File: config.mk
export PLATFORM = sky130hd
export DESIGN_NAME = comma_lock_monitor
export DESIGN_NICKNAME = d
export VERILOG_FILES = /design/src/rtl/comma_lock_monitor.sv
export SDC_FILE = /design/constraint.sdc
export NUM_CORES = 1
export LEC_CHECK = 0
export ABC_AREA = 1
export BUFFER_PORTS_ARGS = -buffer_cell sky130_fd_sc_hd__buf_2
export CAP_MARGIN = 40
export CORE_MARGIN = 2
export CORE_UTILIZATION = 55
export DETAILED_ROUTE_END_ITERATION = 6
export MAX_ROUTING_LAYER = met4
export PLACE_DENSITY = 0.9
export SLEW_MARGIN = 20
export SYNTH_ARGS = -nofsm -noshare
export SYNTH_HDL_FRONTEND = slang
export SYNTH_SLANG_ARGS = --single-unit
File: constraint.sdc
create_clock -name clk -period 4.7 [get_ports clk]
set_input_delay 0 -clock clk [delete_from_list [all_inputs] [get_ports clk]]
set_output_delay 0 -clock clk [all_outputs]
set_load 0.03 [all_outputs]
File: src/rtl/comma_lock_monitor.sv
module comma_lock_monitor #(
  parameter int LOCK_RUN  = 4,
  parameter int ERR_LIMIT = 256,
  parameter int CNT_W     = 16,
  localparam int ERR_W    = $clog2(ERR_LIMIT + 1),
  localparam int RUN_W    = $clog2(LOCK_RUN + 1)
) (
  input  logic             clk,
  input  logic             rst,
  input  logic [15:0]      rx_data,
  input  logic             rx_k_hi,
  input  logic             rx_k_lo,
  output logic             locked,
  output logic             lock_lost,
  output logic [ERR_W-1:0] err_count,
  output logic [CNT_W-1:0] loss_count
);
  localparam logic [7:0] COMMA = 8'hBC;
  localparam logic [7:0] MARK  = 8'hC5;

  logic [RUN_W-1:0] run;

  wire comma_lo  = rx_k_lo && (rx_data[7:0] == COMMA);
  wire sync_word = comma_lo && !rx_k_hi && (rx_data[15:8] == MARK);
  wire bad_word  = rx_k_hi || (rx_k_lo && !comma_lo);
  wire run_done  = sync_word && (run == RUN_W'(LOCK_RUN - 1));
  wire err_full  = bad_word && (err_count == ERR_W'(ERR_LIMIT - 1));

  always_ff @(posedge clk) begin
    if (rst) begin
      run        <= '0;
      locked     <= 1'b0;
      lock_lost  <= 1'b0;
      err_count  <= '0;
      loss_count <= '0;
    end else begin
      lock_lost <= 1'b0;
      if (!locked) begin
        if (bad_word)       run <= '0;
        else if (run_done) begin
          run    <= '0;
          locked <= 1'b1;
        end
        else if (sync_word) run <= run + RUN_W'(1);
      end else if (err_full) begin
        locked    <= 1'b0;
        lock_lost <= 1'b1;
        err_count <= '0;
        if (loss_count != '1) loss_count <= loss_count + CNT_W'(1);
      end else if (bad_word) begin
        err_count <= err_count + ERR_W'(1);
      end else if (err_count != '0) begin
        err_count <= err_count - ERR_W'(1);
      end
    end
  end

  assert_err_below_limit_R6: assert property (@(posedge clk) disable iff (rst)
    err_count < ERR_W'(ERR_LIMIT));
  assert_err_idle_hunting_R5: assert property (@(posedge clk) disable iff (rst)
    !locked |-> err_count == '0);
  assert_pulse_single_R7: assert property (@(posedge clk) disable iff (rst)
    lock_lost |=> !lock_lost);
  assert_pulse_on_drop_R7: assert property (@(posedge clk) disable iff (rst)
    lock_lost |-> (!locked && $past(locked)));
  assert_loss_saturates_R8: assert property (@(posedge clk) disable iff (rst)
    (loss_count == '1) |=> (loss_count == '1));
endmodule

# After elaboration in Yosys (flattened, before gate mapping)
# Index checks and enable logic that the tools add are counted.
op_classes:
  n_addsub: 4
  eq_ne: 5
  muxes: 11
  n_bitwise: 1
  reduce_logical: 16
op_table:
  columns: ["op", "n"]
  rows:
  - ["$mux 9", 3]
  - ["$add 16x1->16 const B", 1]
  - ["$eq 8x8->1 const B", 2]
  - ["$ne 16x16->1 const B", 1]
  - ["$add 9x1->9 const B", 1]
  - ["$eq 9x8->1 const B", 1]
  - ["$mux 3", 3]
  - ["$reduce_bool 9->1", 1]
  - ["$sub 9x1->9 const B", 1]
  - ["$logic_and 1x1->1", 6]
  - ["$reduce_bool 3->1", 2]
  - ["$mux 1", 5]
  - ["$reduce_and 2->1", 2]
  - ["$add 3x1->3 const B", 1]
  - ["$eq 3x2->1 const B", 1]
  - ["$reduce_and 3->1", 1]
  - ["$logic_not 1->1", 2]
  - ["$reduce_or 2->1", 1]
  - ["$logic_or 1x1->1", 1]
  - ["$not 1->1", 1]
word_totals:
  register_bits: 30
  output_inout_bits: 27
  wordCells: 42

# Logic depth before layout (Yosys ltp)
# Gate-level depths: netlist (run 1).
depth:
  ltp_word: 8
  mapped_depth: 13

# Worst setup path before layout (run 1)
# No wires, ideal clock.
synth_path:
  kind: "register to register"
  startpoint: "reg err_count[0]"
  endpoint: "reg err_count[6]"
  setup_ps: 135
  t_arrival_ps: 1669
  setup_slack_ps: 2896
  path_stages_with_launch: 9
  path_buffers: 0
  synth_period_minus_slack_ps: 1804
  path_cell_list: "dfxtp_1 > fa_1 > nand3_1 > nand3_1 > nand3_1 > nand2_1 > or2_2 > nand3_1 > a21oi_1"
synth_via:
  elab_chain_cells: 4
synth_rtl:
  columns: ["element", "line_no", "text"]
  rows:
  - ["start: declaration", "15", "output logic [ERR_W-1:0] err_count,"]
  - ["start signal: assignment", "51", "err_count <= err_count + ERR_W'(1);"]
  - ["start signal: assignment", "53", "err_count <= err_count - ERR_W'(1);"]
  - ["$sub 9x1->9 or $eq 9x8->1 (tied branches)", "53, 27", null]
  - ["$mux 9 or $logic_and 1x1->1 (tied branches)", "52, 27", null]
  - ["$mux 9 or $reduce_bool 3->1 (tied branches)", null, null]
  - ["$mux 9 or $reduce_and 2->1 (tied branches)", null, null]
# Several ways; a longest one is shown, not always the timed one. The select of a mux whose other input is x is not followed.
# A chain may end at the register's enable or synchronous reset.

# Worst setup path after layout (run 1)
layout_path:
  startpoint: "reg loss_count[0]"
  endpoint: "reg loss_count[8]"
layout_via:
  elab_chain_cells: 2
layout_rtl:
  columns: ["element", "line_no", "text"]
  rows:
  - ["start: declaration", "16", "output logic [CNT_W-1:0] loss_count"]
  - ["start signal: assignment", "49", "if (loss_count != '1) loss_count <= loss_count + CNT_W'(1);"]
  - ["parallel branches: the longest is 2 deep, another holds $add 16x1->16", null, null]
# Parallel ways; which one is timed is not known.

==> flow_metrics.tcl, run 1 <==
set metrics [dict create \
    slowest_delay_ns 0.43 \
    cp.buffers_inverters 1 \
    drive_above_1_share_pct 22.9 \
    grt_pass1_vias 1925 \
    synth_compound_area_share_pct 12.1 \
    yosys_warnings 0 \
    syn_area_um2 2070 \
    antenna_found_initial 0 \
    grt_overflow 0 \
    met3WireLength_um 239 \
    cts_resized 0 \
    io_buffers 46 \
    dieArea_um2 4270 \
    drv_slew 0 \
    synth_top_family_by_area "simple AND/OR/NAND/NOR gates" \
    wirelength_um 4810 \
    fmax_ghz 0.531 \
    end_kind "flip-flop" \
    area_delta_synth_final_pct 17.4 \
    cpMaxStageDelayCell "dfxtp_1" \
    ys_seq_area_share_pct 29.0 \
    clk_latency_ns 0.29 \
    worst_clock_skew_ns 0.0113 \
    setup_slack_ns 2.82 \
    wl_met2_um 2410 \
    grt_setup_unrepaired "no" \
    synthesis.nets 331 \
    required_ns 4.84 \
    vias 2115 \
    period_minus_slack_ns 1.88 \
    n_antenna_cell 0 \
    seqPwrFrac_pct 46.7 \
    ios 47 \
    top_signal_layer_used "met4" \
    vias_per_cell 5.33 \
    fp.dieH_um 65.4 \
    yosys_most_used_dff "dfxtp_1" \
    syn_inst 301 \
    yosys-top-cells-count "86 x nand2_1, 33 x nor2_1, 30 x dfxtp_1" \
    dp_cells 389 \
    dr.pass1.iters 4 \
    grt_max_degree 31 \
    die_x_um 65.4 \
    drt-met1-wl_um 2110 \
    detail-route-antenna-nets 0 \
    layout.nets 378 \
    final_cell_count_no_fill 397 \
    cp-start-kind "flip-flop" \
    cts-root-buf "clkbuf_8" \
    hp-class "in -> reg" \
    synthArstFlopShare_pct 0 \
    crit_path_frequent_cell "nand3_2" \
    netlist.area_leader.share_pct 29.0 \
    worst_pin_slew_ns 0.657 \
    final_util_pct 66.9 \
    final_area_um2 2430 \
    ctsHtreeMaxLevel 2 \
    cp_max_fo 17 \
    post_cts_buffers 0 \
    initial_utilization_pct 57.0 \
    cts_buffers 5 \
    ys_seq_elements 30 \
    clock_path_buffers 2 \
    cap_viol_max_count 0 \
    grt_usage_pct 24.6 \
    final.period_utilization_pct 40.1 \
    power_frac_clock_pct 46.9 \
    pre_cts_ws_ns 2.60 \
    avgRoutedWirePerCell_um 12.1 \
    arrival_ns 2.02 \
    irDropWorstVdd_mv 0.216 \
    clkSinkCount 30 \
    clk_pin_slew_ns 0.06 \
    synth_cell_type_count 33 \
    synth.area.top_cells "dfxtp_1 29%, nand2_1 16%, nor2_1 6.0%" \
    fin_setup_tns_ns 0 \
    outcome "finished clean" \
    route.detailed.drc 0 \
    setup_viol_count_final 0 \
    p_switching_w 0.000122 \
    yosys.area_share.simple_pct 38.7 \
    synth_area_leader_cell "dfxtp_1" \
    path_cells "ha_1 -> nand3_2 -> nor2_2 -> nand3_2 -> nand4_4 -> inv_4 -> nand2_1 -> a21oi_2" \
    synthMuxAreaShare_pct 0 \
    synth_edf_count 0 \
    initialDrtViolationCount 161 \
    p_int_w 0.000424 \
    power.density_nw_per_um2 225 \
    p_leak_nw 1.08 \
    synth.most_common_cell "nand2_1" \
    hold_buffers 0 \
    globalplace.congestion 0.938 \
    p_sw_share_pct 22.4 \
    pwr-share-comb_pct 6.5 \
    hpwl_um 3550 \
    crit_type "reg -> reg" \
    core-area_um2 3630 \
    synth_fa_ha_area_share_pct 6.40 \
    hold_viol_final 0 \
    detailed_place.area_um2 2320 \
    tritoncts "yes" \
    maxSlewHeadroom_pct 56.2 \
    syn_avg_cell_area_um2 6.88 \
    synth-xor-area-share_pct 7.19 \
    grt_pass1_wl_um 8140 \
    crit_family "simple AND/OR/NAND/NOR gates" \
    row_count 22 \
]
-- final cells by class --
cell class,count,area (um^2)
timing repair buffer,46,230
sequential,30,601
clock buffer,5,68.8
multi-input combinational,240,1340
inverter,25,96.3
clock inverter,3,40.0
fill,331,1200
tap,48,60.1
-- registers in the layout, summed over array words and instances, names as in the netlist --
name and flops:
run 3, lock_lost 1, err_count 9, loss_count 16, locked 1
-- cell families after synthesis --
| logic type | count (synthesis) |
|---|---|
| AO/OA/AOI/OAI | 38 |
| XOR/XNOR | 17 |
| adder cells (fa/ha/maj) | 10 |
| buffers and inverters | 31 |
| flip-flops | 30 |
| AND/OR/NAND/NOR | 175 |
-- metal layers --
layer,up-vias,global-route usage (%)
met5,-,-
met4,0,8.59
met3,6,5.14
met2,56,40.3
met1,967,30.2
li1,1086,-
-- cell usage in the layout, fill, tap and decap left out, types with 4 or more instances in the layout --
cell | synthesis | layout
nor2_1 | 33 | 33
ha_1 | 9 | 9
dfxtp_1 | 30 | 30
xnor2_1 | 7 | 7
nand3_1 | 22 | 22
nor3_1 | 4 | 4
nand2_1 | 86 | 86
nand4_1 | 10 | 10
buf_2 | 1 | 46
a21oi_2 | 11 | 11
inv_1 | 24 | 24
clkbuf_8 | 0 | 5
nand2_2 | 5 | 5
xor2_1 | 10 | 10
a21oi_1 | 19 | 19
-- final timing paths --
| kind | startpoint | endpoint | slack, ns | depth (start not counted) |
|---|---|---|---|---|
| worst max-delay path | loss_count[0] | loss_count[8] | 2.82 | 8 |
| worst min-delay path | rx_data[12] | locked | 0.19 | 6 |
| worst max register to register | loss_count[0] | loss_count[8] | 2.82 | 8 |
| worst min register to register | run[2] | run[2] | 0.49 | 2 |
-- power by group through the flow --
stage                     combinational (W)  clock [W]  sequential [W]
after floorplan                   0.0000213          0        0.000260
after global placement            0.0000337          0        0.000260
after detailed placement          0.0000350          0        0.000260
after CTS                         0.0000350   0.000260        0.000255
after global routing              0.0000399   0.000274        0.000255
final                             0.0000353   0.000256        0.000255
-- worst min-delay path, delay by kind of cell --
family	cells	cell delay, ns
AND/OR/NAND/NOR	4	0.21
AO/OA/AOI/OAI	1	0.13
buffers and inverters	1	0.07
-- stage by stage --
stage	hold slack, ns	power (W)
floorplan	0.235	0.000282
global placement	0.435	0.000294
detailed placement	0.435	0.000296
CTS	0.184	0.000550
global route	0.247	0.000569
finish	0.192	0.000546
Power figures use the tool's default switching activity.
==> run 2, diff against run 1 <==
Settings changed: CORE_UTILIZATION 55 to 49, PLACE_DENSITY 0.9 to 0.85.
Clock period 4.7 ns to 1.7 ns, I/O delays scaled along.
==> run 2 against run 1 <==
The flow now finishes with violations (setup timing). Wire length up 32%. First-iteration DRC count rose by 55%. Core utilization increased by 4.0 points. Die area increased by 11%. Worst hold slack better by 0.0043 ns. Highest routed layer unchanged.
==> flow_metrics.tcl, run 2 (synthesis results as in run 1) <==
set metrics [dict create \
    ctsHtreeMaxLevel 2 \
    globalplace.congestion 0.906 \
    cp_max_fo 7 \
    grt_max_degree 31 \
    drv_slew 0 \
    end_kind "flip-flop" \
    row_count 23 \
    detail-route-antenna-nets 0 \
    die_x_um 69.0 \
    cp-start-kind "input port" \
    maxSlewHeadroom_pct 52.7 \
    irDropWorstVdd_mv 0.525 \
    fin_setup_tns_ns -0.0290 \
    dr.pass1.iters 5 \
    io_buffers 46 \
    clock_path_buffers 2 \
    power.density_nw_per_um2 512 \
    route.detailed.drc 0 \
    final_common_cell "nand2_1" \
    multi_input_area_um2 1480 \
    largest_reg_flops 16 \
    grt_usage_pct 23.2 \
    outcome "finished, violations left" \
    clk_latency_ns 0.28 \
    setup_viol_count_final 1 \
    initial_utilization_pct 51.4 \
    dp_cells 420 \
    grt_setup_unrepaired "yes" \
    layout.nets 414 \
    final_util_pct 70.9 \
    hpwl_um 3950 \
    grt_overflow 0 \
    clkSinkCount 30 \
    dieArea_um2 4760 \
    detailed_place.area_um2 2560 \
    n_antenna_cell 0 \
    setup_slack_ns -0.0290 \
    final_cell_count_no_fill 435 \
    grt_pass1_wl_um 9230 \
    tritoncts "yes" \
    regMostFlops "loss_count" \
    final.period_utilization_pct 102 \
    wirelength_um 6370 \
    clk_pin_slew_ns 0.06 \
    cpMaxStageDelayCell "ha_1" \
    hold_buffers 0 \
    final_area_um2 2860 \
    slowest_delay_ns 0.25 \
    cap_viol_max_count 0 \
    vias 2434 \
    cts_buffers 5 \
    reg_top3 "loss_count x16, err_count x9, run x3" \
    p_leak_nw 1.27 \
    worst_clock_skew_ns 0.00665 \
    fmax_ghz 0.578 \
    hold_viol_final 0 \
    path_cells "buf_2 -> inv_1 -> nand2_1 -> nor2_2 -> nand2_2 -> a21oi_4 -> buf_12 -> buf_6 -> ha_1 -> a21oi_2 -> o21ai_2 -> a21oi_4 -> inv_1 -> nand2_1 -> nand3_1 -> a21oi_1" \
    avgRoutedWirePerCell_um 14.6 \
    violations "setup timing" \
    regArea_um2 607 \
    hp-class "in -> reg" \
    crit_type "in -> reg" \
    cts-root-buf "clkbuf_8" \
    drive_above_1_share_pct 35.8 \
    antenna_found_initial 0 \
    ios 47 \
    final_cell_mix "86 x nand2_1, 46 x buf_2, 31 x buf_4" \
    fp.dieH_um 69.0 \
    initialDrtViolationCount 249 \
    core-area_um2 4030 \
    grt_pass1_vias 2186 \
    vias_per_cell 5.60 \
    required_ns 1.90 \
    period_minus_slack_ns 1.73 \
    worst_pin_slew_ns 0.710 \
    area_delta_synth_final_pct 37.9 \
    fillers 294 \
    arrival_ns 1.93 \
]
run 2: changes by cell type in the layout (fill, tap and decap cells not counted), moves of 4 or more:
cell and delta:
buf_4 +31, ha_4 +4, ha_1 -4, dfxtp_2 +5
dfxtp_1 -5
run 2: final cells by class:
class	count	share of cell area (%)
Sequential cell	30	21.2
Clock inverter	2	0.438
Inverter	25	3.46
Tap cell	50	2.19
Clock buffer	6	2.89
Timing Repair Buffer	80	18.0
Multi-Input combinational cell	242	51.8
run 2: worst max-delay path, delay by kind of cell:
family / cells / cell delay, ns
AO/OA/AOI/OAI: 5 / 0.76
buffers and inverters: 5 / 0.45
AND/OR/NAND/NOR: 5 / 0.44
adder cells (fa/ha/maj): 1 / 0.25
run 2: worst paths after layout:
path	from	to	slack (ns)	depth (start not counted)
worst max register to register	err_count[1]	err_count[8]	-0.03	8
worst min register to register	run[2]	run[2]	0.48	2
worst min-delay path	rx_data[12]	locked	0.20	6
worst max-delay path	rx_data[0]	err_count[8]	-0.03	16
run 2: per-layer routing:
metal / track usage (%) / part of all wire (%)
met5: - / 0
met4: 6.75 / 4.2
met2: 39.6 / 48
met1: 28.2 / 42
met3: 3.80 / 6.4
run 2: power breakdown:
| part | leakage, nW | switching (W) | internal (W) |
|---|---|---|---|
| Sequential | 0.244 | 0.000000477 | 0.000703 |
| Combinational | 0.976 | 0.0000772 | 0.0000631 |
| Clock | 0.0472 | 0.000292 | 0.000325 |
| Total | 1.27 | 0.000370 | 0.00109 |
run 2: stage by stage:
step                setup WS [ns]  power [W]  hold slack (ns)
floorplan                 -0.0708   0.000779            0.235
global placement          -0.0944   0.000832            0.435
detailed placement         -0.249   0.000836            0.444
CTS                        0.0146    0.00144            0.188
global route               -0.167    0.00151            0.274
finish                    -0.0290    0.00146            0.196
run 2: repair_timing:
action,CTS,global route
gates cloned,0,2
setup buffers,0,5
pin swaps,0,6
resized for setup,3,25
setup endpoints to repair,2,12
